$ cat src/rtl/ic_pkg.sv
package ic_pkg;
  localparam int unsigned N_SRC = 7;
  localparam int unsigned IDX_W = $clog2(N_SRC);
  localparam int unsigned VEC_W = 8;
  localparam int unsigned N_LVL = 2;

  typedef enum logic [IDX_W-1:0] {
    SRC_EXT0 = 3'd0,
    SRC_RXV  = 3'd1,
    SRC_TMR0 = 3'd2,
    SRC_RXE  = 3'd3,
    SRC_DMA0 = 3'd4,
    SRC_EXT1 = 3'd5,
    SRC_TXV  = 3'd6
  } src_e;

  function automatic logic [VEC_W-1:0] src_vec(input logic [IDX_W-1:0] idx);
    case (idx)
      SRC_EXT0: src_vec = 8'h03;
      SRC_RXV:  src_vec = 8'h2B;
      SRC_TMR0: src_vec = 8'h0B;
      SRC_RXE:  src_vec = 8'h33;
      SRC_DMA0: src_vec = 8'h3B;
      SRC_EXT1: src_vec = 8'h13;
      SRC_TXV:  src_vec = 8'h43;
      default:  src_vec = 8'h00;
    endcase
  endfunction

  // hardware-owned flags: timer always, externals only when edge-triggered
  function automatic logic src_hw_clr(input logic [IDX_W-1:0] idx, input logic [1:0] edge_cfg);
    case (idx)
      SRC_TMR0: src_hw_clr = 1'b1;
      SRC_EXT0: src_hw_clr = edge_cfg[0];
      SRC_EXT1: src_hw_clr = edge_cfg[1];
      default:  src_hw_clr = 1'b0;
    endcase
  endfunction
endpackage

$ cat src/rtl/ic_sampler.sv
module ic_sampler #(
  parameter int unsigned N = 7
) (
  input  logic         clk_i,
  input  logic         rst_ni,
  input  logic         stb_i,
  input  logic [N-1:0] flag_i,
  output logic [N-1:0] smp_o
);
  logic [N-1:0] smp_q;

  always_ff @(posedge clk_i or negedge rst_ni) begin
    if (!rst_ni)    smp_q <= '0;
    else if (stb_i) smp_q <= flag_i;
  end

  assign smp_o = smp_q;
endmodule

$ cat src/rtl/ic_arbiter.sv
module ic_arbiter #(
  parameter int unsigned N = 7,
  localparam int unsigned IW = $clog2(N)
) (
  input  logic [N-1:0]  req_i,
  input  logic [N-1:0]  hi_i,
  input  logic          allow_hi_i,
  input  logic          allow_lo_i,
  output logic          hit_o,
  output logic [IW-1:0] idx_o,
  output logic          lvl_o
);
  logic [1:0][N-1:0]  lvl_req;
  logic [1:0]         lvl_hit;
  logic [1:0][IW-1:0] lvl_idx;

  assign lvl_req[1] = allow_hi_i ? (req_i & hi_i)  : '0;
  assign lvl_req[0] = allow_lo_i ? (req_i & ~hi_i) : '0;

  for (genvar l = 0; l < 2; l++) begin : g_lvl
    always_comb begin
      lvl_hit[l] = 1'b0;
      lvl_idx[l] = '0;
      for (int i = N - 1; i >= 0; i--) begin
        if (lvl_req[l][i]) begin
          lvl_hit[l] = 1'b1;
          lvl_idx[l] = IW'(i);
        end
      end
    end
  end

  assign hit_o = |lvl_hit;
  assign lvl_o = lvl_hit[1];
  assign idx_o = lvl_hit[1] ? lvl_idx[1] : lvl_idx[0];
endmodule

$ cat src/rtl/ic_level_track.sv
module ic_level_track (
  input  logic       clk_i,
  input  logic       rst_ni,
  input  logic       set_i,
  input  logic       set_lvl_i,
  input  logic       ret_i,
  output logic [1:0] isr_o,
  output logic       allow_hi_o,
  output logic       allow_lo_o
);
  logic [1:0] isr_q;

  always_ff @(posedge clk_i or negedge rst_ni) begin
    if (!rst_ni) begin
      isr_q <= '0;
    end else begin
      if (ret_i) begin
        if (isr_q[1]) isr_q[1] <= 1'b0;
        else          isr_q[0] <= 1'b0;
      end
      if (set_i) isr_q[set_lvl_i] <= 1'b1;
    end
  end

  assign isr_o      = isr_q;
  assign allow_hi_o = ~isr_q[1];
  assign allow_lo_o = ~|isr_q;
endmodule

$ cat src/rtl/ic_ctrl.sv
module ic_ctrl
  import ic_pkg::*;
(
  input  logic             clk_i,
  input  logic             rst_ni,
  input  logic             smp_stb_i,
  input  logic [N_SRC-1:0] flag_i,
  input  logic [N_SRC-1:0] src_en_i,
  input  logic             glb_en_i,
  input  logic [N_SRC-1:0] src_hi_i,
  input  logic [1:0]       ext_edge_i,
  input  logic             last_cyc_i,
  input  logic             cfg_wr_i,
  input  logic             reti_i,
  output logic             call_o,
  output logic [VEC_W-1:0] vec_o,
  output logic             call_lvl_o,
  output logic [N_SRC-1:0] flag_clr_o,
  output logic [1:0]       in_svc_o
);
  logic [N_SRC-1:0] smp, elig, clr_mask;
  logic             allow_hi, allow_lo, hit, win_lvl, go, ret;
  logic [IDX_W-1:0] win_idx;
  logic [1:0]       isr;

  logic             call_q, lvl_q;
  logic [VEC_W-1:0] vec_q;
  logic [N_SRC-1:0] clr_q;

  ic_sampler #(.N(N_SRC)) u_smp (
    .clk_i (clk_i),
    .rst_ni(rst_ni),
    .stb_i (smp_stb_i),
    .flag_i(flag_i),
    .smp_o (smp)
  );

  assign elig = smp & src_en_i & {N_SRC{glb_en_i}};

  ic_arbiter #(.N(N_SRC)) u_arb (
    .req_i     (elig),
    .hi_i      (src_hi_i),
    .allow_hi_i(allow_hi),
    .allow_lo_i(allow_lo),
    .hit_o     (hit),
    .idx_o     (win_idx),
    .lvl_o     (win_lvl)
  );

  assign go  = smp_stb_i & last_cyc_i & ~cfg_wr_i & ~reti_i & hit;
  assign ret = smp_stb_i & last_cyc_i & reti_i;

  ic_level_track u_lvl (
    .clk_i     (clk_i),
    .rst_ni    (rst_ni),
    .set_i     (go),
    .set_lvl_i (win_lvl),
    .ret_i     (ret),
    .isr_o     (isr),
    .allow_hi_o(allow_hi),
    .allow_lo_o(allow_lo)
  );

  for (genvar s = 0; s < N_SRC; s++) begin : g_clr
    assign clr_mask[s] = (win_idx == IDX_W'(s)) & src_hw_clr(IDX_W'(s), ext_edge_i);
  end

  always_ff @(posedge clk_i or negedge rst_ni) begin
    if (!rst_ni) begin
      call_q <= 1'b0;
      lvl_q  <= 1'b0;
      vec_q  <= '0;
      clr_q  <= '0;
    end else begin
      call_q <= go;
      clr_q  <= go ? clr_mask : '0;
      if (go) begin
        lvl_q <= win_lvl;
        vec_q <= src_vec(win_idx);
      end
    end
  end

  assign call_o     = call_q;
  assign vec_o      = vec_q;
  assign call_lvl_o = lvl_q;
  assign flag_clr_o = clr_q;
  assign in_svc_o   = isr;
endmodule

$ cat config.mk
export PLATFORM = sky130hd
export DESIGN_NAME = ic_ctrl
export DESIGN_NICKNAME = d
export VERILOG_FILES = /design/src/rtl/ic_pkg.sv /design/src/rtl/ic_sampler.sv /design/src/rtl/ic_arbiter.sv /design/src/rtl/ic_level_track.sv /design/src/rtl/ic_ctrl.sv
export SDC_FILE = /design/constraint.sdc
export NUM_CORES = 1
export LEC_CHECK = 0
export BUFFER_PORTS_ARGS = -buffer_cell sky130_fd_sc_hd__buf_2
export CAP_MARGIN = 20
export CORE_MARGIN = 4
export CORE_UTILIZATION = 35
export CTS_BUF_LIST = sky130_fd_sc_hd__clkbuf_8
export DETAILED_ROUTE_END_ITERATION = 12
export HOLD_SLACK_MARGIN = 0.08
export PLACE_DENSITY_LB_ADDON = 0.08
export SLEW_MARGIN = 20
export SYNTH_ARGS = -nofsm -noshare
export SYNTH_HDL_FRONTEND = slang
export SYNTH_SLANG_ARGS = --single-unit
export TNS_END_PERCENT = 50
$ cat constraint.sdc
create_clock -name clk_i -period 3.4 [get_ports clk_i]
set_clock_uncertainty 0.15 [all_clocks]
set_input_delay 0.68 -clock clk_i [delete_from_list [all_inputs] [get_ports clk_i]]
set_output_delay 0.68 -clock clk_i [all_outputs]
set_load 0.005 [all_outputs]
# Yosys cells after proc, flatten, opt, wreduce, memory -nomap -nowiden
# Cells that the tools add are included.
[classes] order_cmp=2 eq_ne=6 muxes=38 n_bitwise=15 reduce_logical=4
[ops] operator="one-hot mux 7 bit (7 select lines)" count=1
[ops] operator="2-to-1 mux 3 bit" count=15
[ops] operator="AND 7 bit" count=4
[ops] operator="2-to-1 mux 1 bit" count=16
[ops] operator="2-to-1 mux 7 bit" count=2
[ops] operator="equality test 3 bit, second input constant" count=3
[ops] operator="AND 1 bit" count=7
[ops] operator="inverter 7 bit" count=1
[ops] operator="equality test 3 x 2 -> 1 bit, second input constant" count=2
[ops] operator="2-to-1 mux 6 bit" count=1
[ops] operator="2-to-1 mux 2 bit" count=2
[ops] operator="OR reduction 2 bit" count=2
[ops] operator="equality test 3 x 1 -> 1 bit, second input constant" count=1
[ops] operator="logical NOT 3 bit" count=1
[ops] operator="< comparator 1 x 2 -> 1 bit, second input constant" count=1
[ops] operator="inverter 1 bit" count=2
[ops] operator="OR 2 bit" count=1
[ops] operator="demux 1 bit (select 1 bit)" count=1
[ops] operator="greater-or-equal comparator 1 bit, second input constant" count=1
[ops] operator="logical AND 1 bit" count=1
[totals] ff_bits=25 in_bits=30 output_inout_bits=19 wordCells=71

# Logic depth before layout (Yosys ltp)
[depth] depth_word=17 ltp_mapped=8 depth_no_buf=7

# Modules after synthesis
# From an unflattened synthesis, not the netlist that was laid out.
[unflattened] hier_cells=117 hier_area_um2=1242.4
[modules_own_cells] module="ic_ctrl" n_inst=1 cells_per_inst=53 area_per_inst_um2=593.1 seq_area_each_um2=250.2
[modules_own_cells] module="ic_sampler" n_inst=1 cells_per_inst=15 area_per_inst_um2=291.5 seq_area_each_um2=175.2
[modules_own_cells] module="ic_arbiter" n_inst=1 cells_per_inst=40 area_per_inst_um2=272.8 seq_area_each_um2=0.0
[modules_own_cells] module="ic_level_track" n_inst=1 cells_per_inst=9 area_per_inst_um2=85.1 seq_area_each_um2=50.0

# Worst setup path before layout
# OpenSTA, ideal clock, no wires.
[synth_timing] path_type="input port to flip-flop" start="in glb_en_i" end="reg vec_q[5], in the netlist vec_o[5]" setup_ps=80 t_arrival_ps=2242 t_required_ps=3170 path_slack_ps=928 path_stages=7 n_path_buf=1 cell_sequence="or3b_1 > buf_6 > a31o_4 > o311ai_4 > nand2_2 > or4_1 > o211ai_2"
[synth_via] elab_chain_len=13 word_cells_on_any_way=44 classes_between="6 x eq/ne; 32 x mux; 4 x bitwise; 2 x reduce/logical"
[synth_rtl] element="from (decl)" line="ic_ctrl.sv:9" rtl="input logic glb_en_i,"
[synth_rtl] element="AND 7 bit (*)" line="ic_ctrl.sv:38" rtl="assign elig = smp & src_en_i & {N_SRC{glb_en_i}};"
[synth_rtl] element="AND 7 bit (on tied branches)" line="ic_arbiter.sv:17, ic_arbiter.sv:18"
[synth_rtl] element="2-to-1 mux 7 bit (on tied branches)" line="ic_arbiter.sv:17, ic_arbiter.sv:18"
[synth_rtl] element="2-to-1 mux 1 bit / 2-to-1 mux 3 bit (equally long branches) (7 in a row)" line="ic_arbiter.sv:25" rtl="if (lvl_req[l][i]) begin"
[synth_rtl] element="2-to-1 mux 3 bit" line="ic_arbiter.sv:35" rtl="assign idx_o = lvl_hit[1] ? lvl_idx[1] : lvl_idx[0];"
[synth_rtl] element="equality test 3 bit (tied with other cells)" line="ic_pkg.sv:18" rtl="case (idx)"
[synth_rtl] element="one-hot mux 7 bit (7 select lines)" line="ic_pkg.sv:18"
[synth_rtl] element="to (signal assigned)" line="ic_ctrl.sv:79" rtl="vec_q <= src_vec(win_idx);"
[synth_rtl] element="to (decl)" line="ic_ctrl.sv:27" rtl="logic [VEC_W-1:0] vec_q;"
# Every way passes the cells marked *; elsewhere a longest branch is shown, timed or not.
# A chain may end at the register's enable or synchronous reset.

# Worst setup path after layout
# Ends and elaborated chain as after synthesis.

==> summary.md <==
| Metric | Value |
|---|---|
| Status | `complete, no violations` |
| Power Density | `427 mW/mm^2` |
| Clock sink count | `19` |
| Largest stage delay on the critical path | `between 0.5 and 0.6 ns` |
| Dpl ws | `between 0.6 and 0.7 ns` |
| Largest net degree at the start of global routing | `20` |
| Maximum capacitance violations | `0` |
| Worst Hold Class | `primary input to asynchronous set/reset pin` |
| Clk Latency, worst-skew pair | `~0.26 ns` |
| Hold Fails Final Rpt | `0` |
| Layout Nets | `between 150 and 200` |
| Initial Util | `37.9%` |
| Critical Path RT | `3.44 ns` |
| PostCTS Resize Cnt | `0` |
| Register bit total from synthesis | `19` |
| Number of remaining DRC errors | `0` |
| Vias in the first global route | `between 1000 and 1500` |
| Final Critical Period | `about 2.5 ns` |
| Relative slew slack | `between 60% and 70%` |
| Post-DP HPWL | `2450 um` |
| EDFF count, synth | `0` |
| Maximum clock rate | `400 MHz` |
| Total track usage | `~15%` |
| DR iter-0 viols | `47` |
| Cell taking the most area after synthesis | `dfrtp_1` |
| Fillers | `around 330` |
| Met3 GRT Util | `approximately 2.0%` |
| Top FF cell, synth | `dfrtp_1` |
| Hold WS | `roughly 0.2 ns` |
| Final Max Slew Viols | `0` |
| Top Family by Delay on Critical Path | `simple AND/OR/NAND/NOR gates` |
| Post-Syn Area | `0.00120 mm^2` |
| Mean Syn Cell Area | `a little under 10 um^2` |
| ANT cells | `0` |
| First-pass GRT wire length | `roughly 5200 um` |
| VDD IR-drop max | `roughly 0.16 mV` |
| R2R setup slack | `between 0.9 and 1 ns` |
| Postcts setup bufs | `0` |
| Register area | `475 um^2` |
| Area delta synth->final | `22.2%` |
| Die Span Y | `66.5 um` |
| Sum Neg Setup Slack | `0 ns` |
| CP bufs+invs | `2` |
| Routed Antenna Nets | `0` |
| Worst-Margin Slew | `roughly 0.50 ns` |
| CTS Buffer Depth | `2` |
| Crit path DAT | `between 2 and 3 ns` |
| Cell breakdown of the critical path | `buf_2, or3b_1, a21oi_1, o41ai_1, buf_4, or4_1, o211ai_2` |
| Clock buffer count from CTS | `3` |
| Setup ws final | `about 0.90 ns` |
| Site row count | `20` |
| Largest cells by area after synthesis | `dfrtp_1, mux2_2, nand2_1, buf_4, nand3b_1` |
| Drt total wl | `2990 um` |
| Core Box Area | `between 0.003 and 0.004 mm^2` |
| Worst setup EP type | `flop` |
| Share of layout cells above drive strength 1 | `between 30% and 40%` |
| Final setup viols | `0` |
| Initial antenna violation count | `0` |
| Clk root buf | `clkbuf_8` |
| Mapped Cells | `~120` |
| Synth top area share | `roughly two fifths` |
| Seq/Total Area, Yosys | `between 30% and 40%` |
| TritonCTS clock tree | `built` |
| Die area | `between 0.004 and 0.005 mm^2` |
| Total gr overflow | `0` |
| GR met2 Demand/Resource | `25.3%` |
| Total power | `0.000625 W` |
| Routed length per instance | `~14 um` |
| Crit path max fanout | `11` |
| Met1 global-route usage | `between 20% and 30%` |
| DR pass1 iterations | `4` |
| Startpoint types | `primary input` |
| Busiest grt layer | `met2` |
| RSZ-0062 raised after global routing | `false` |
| IO buf count | `between 40 and 50` |
| P_leak | `0.713 nW` |
| Ports | `between 40 and 50` |
| Multi-input logic area | `about 660 um^2` |
| Width of the chip | `~66 um` |
| Gpl congestion | `roughly 0.84` |
| Clock slew at reported path FFs | `0.08 ns` |
| Yosys warning total | `0` |
| Cts hold-fix bufs | `0` |
| Async SR Flop Fraction | `100%` |
| DR vias | `about 1100` |
| Setup CP Type | `primary input to flop` |
| Netlist cell types | `47` |
| Critical path's slowest cell | `or4_1` |
| Period utilisation layout | `73.6%` |
| Vias per cell | `roughly 5.1` |
| Depth of the CTS H-tree | `1` |
[cell families (layout without fill, tap and decap cells)]
group / Yosys count / count (layout) / synth area share [%]
DFF: 19 / 19 / 39.7
other: 1 / 6 / 0.314
AOI/OAI and AO/OA: 28 / 28 / 20.1
buffers and inverters: 12 / 49 / 6.69
muxes: 7 / 7 / 6.59
and+or+nand+nor: 56 / 56 / 26.6
[synth_stat cells (2+ instances only)]
library cell,n
dfrtp_1,19
nand2_1,15
nand3_1,8
buf_4,7
mux2_2,7
nand3b_1,7
nor2_1,6
o21ai_0,5
a21oi_1,4
and3_1,4
nor3_1,3
o211ai_1,2
o21a_1,2
[cell usage in the layout (no fill, tap or decap), types with 5 or more instances in the layout]
cell type	synthesis	final
conb_1	1	6
mux2_2	7	7
nand3b_1	7	7
dfrtp_1	19	19
nor2_1	6	6
o21ai_0	5	5
nand3_1	8	8
nand2_1	15	15
buf_2	1	42
[area by class of cell]
class                      instances  area share, %
clock inverter                     1          0.342
multi-input combinational         97           45.1
tap                               44           3.77
inverter                           2          0.514
clock buffer                       3           2.83
timing repair buffer              43           14.9
sequential                        19           32.5
[report_power, final]
part           total [W]  switching (W)  internal (W)
Clock           0.000163      0.0000811     0.0000816
Combinational   0.000180      0.0000967     0.0000836
Sequential      0.000282      0.0000213      0.000260
Total           0.000625       0.000199      0.000426
[path summary, 6_finish.rpt]
check,cells past startpoint,endpoint,start
worst max-delay path,7,vec_o[5],glb_en_i
worst min-delay path,1,u_smp.smp_o[2],rst_ni
worst max register to register,6,vec_o[5],u_lvl.isr_o[1]
worst min register to register,2,vec_o[4],vec_o[4]
max in group asynchronous,1,call_lvl_o,rst_ni
min in group clk_i,2,vec_o[4],vec_o[4]
[stage by stage]
stage / instances / area (um^2) / util (%)
after global placement: 205 / 1420 / 44.9
final: 209 / 1460 / 46.3
after detailed placement: 205 / 1420 / 44.9
after global routing: 209 / 1460 / 46.3
after CTS: 209 / 1460 / 46.3
after floorplan: 128 / 1210 / -
[sequential cells by signal, summed over array words and instances, names as in the netlist]
name and count:
u_smp.smp_o 7, vec_o 5, flag_clr_o 3, u_lvl.isr_o 2, call_lvl_o 1, call_o 1
[layer usage]
metal,vias up,share of wire [%]
met2,39,45
met5,-,0
met4,0,1.1
met3,4,6.1
met1,498,47
li1,530,-
(Power assumes the default switching activity.)
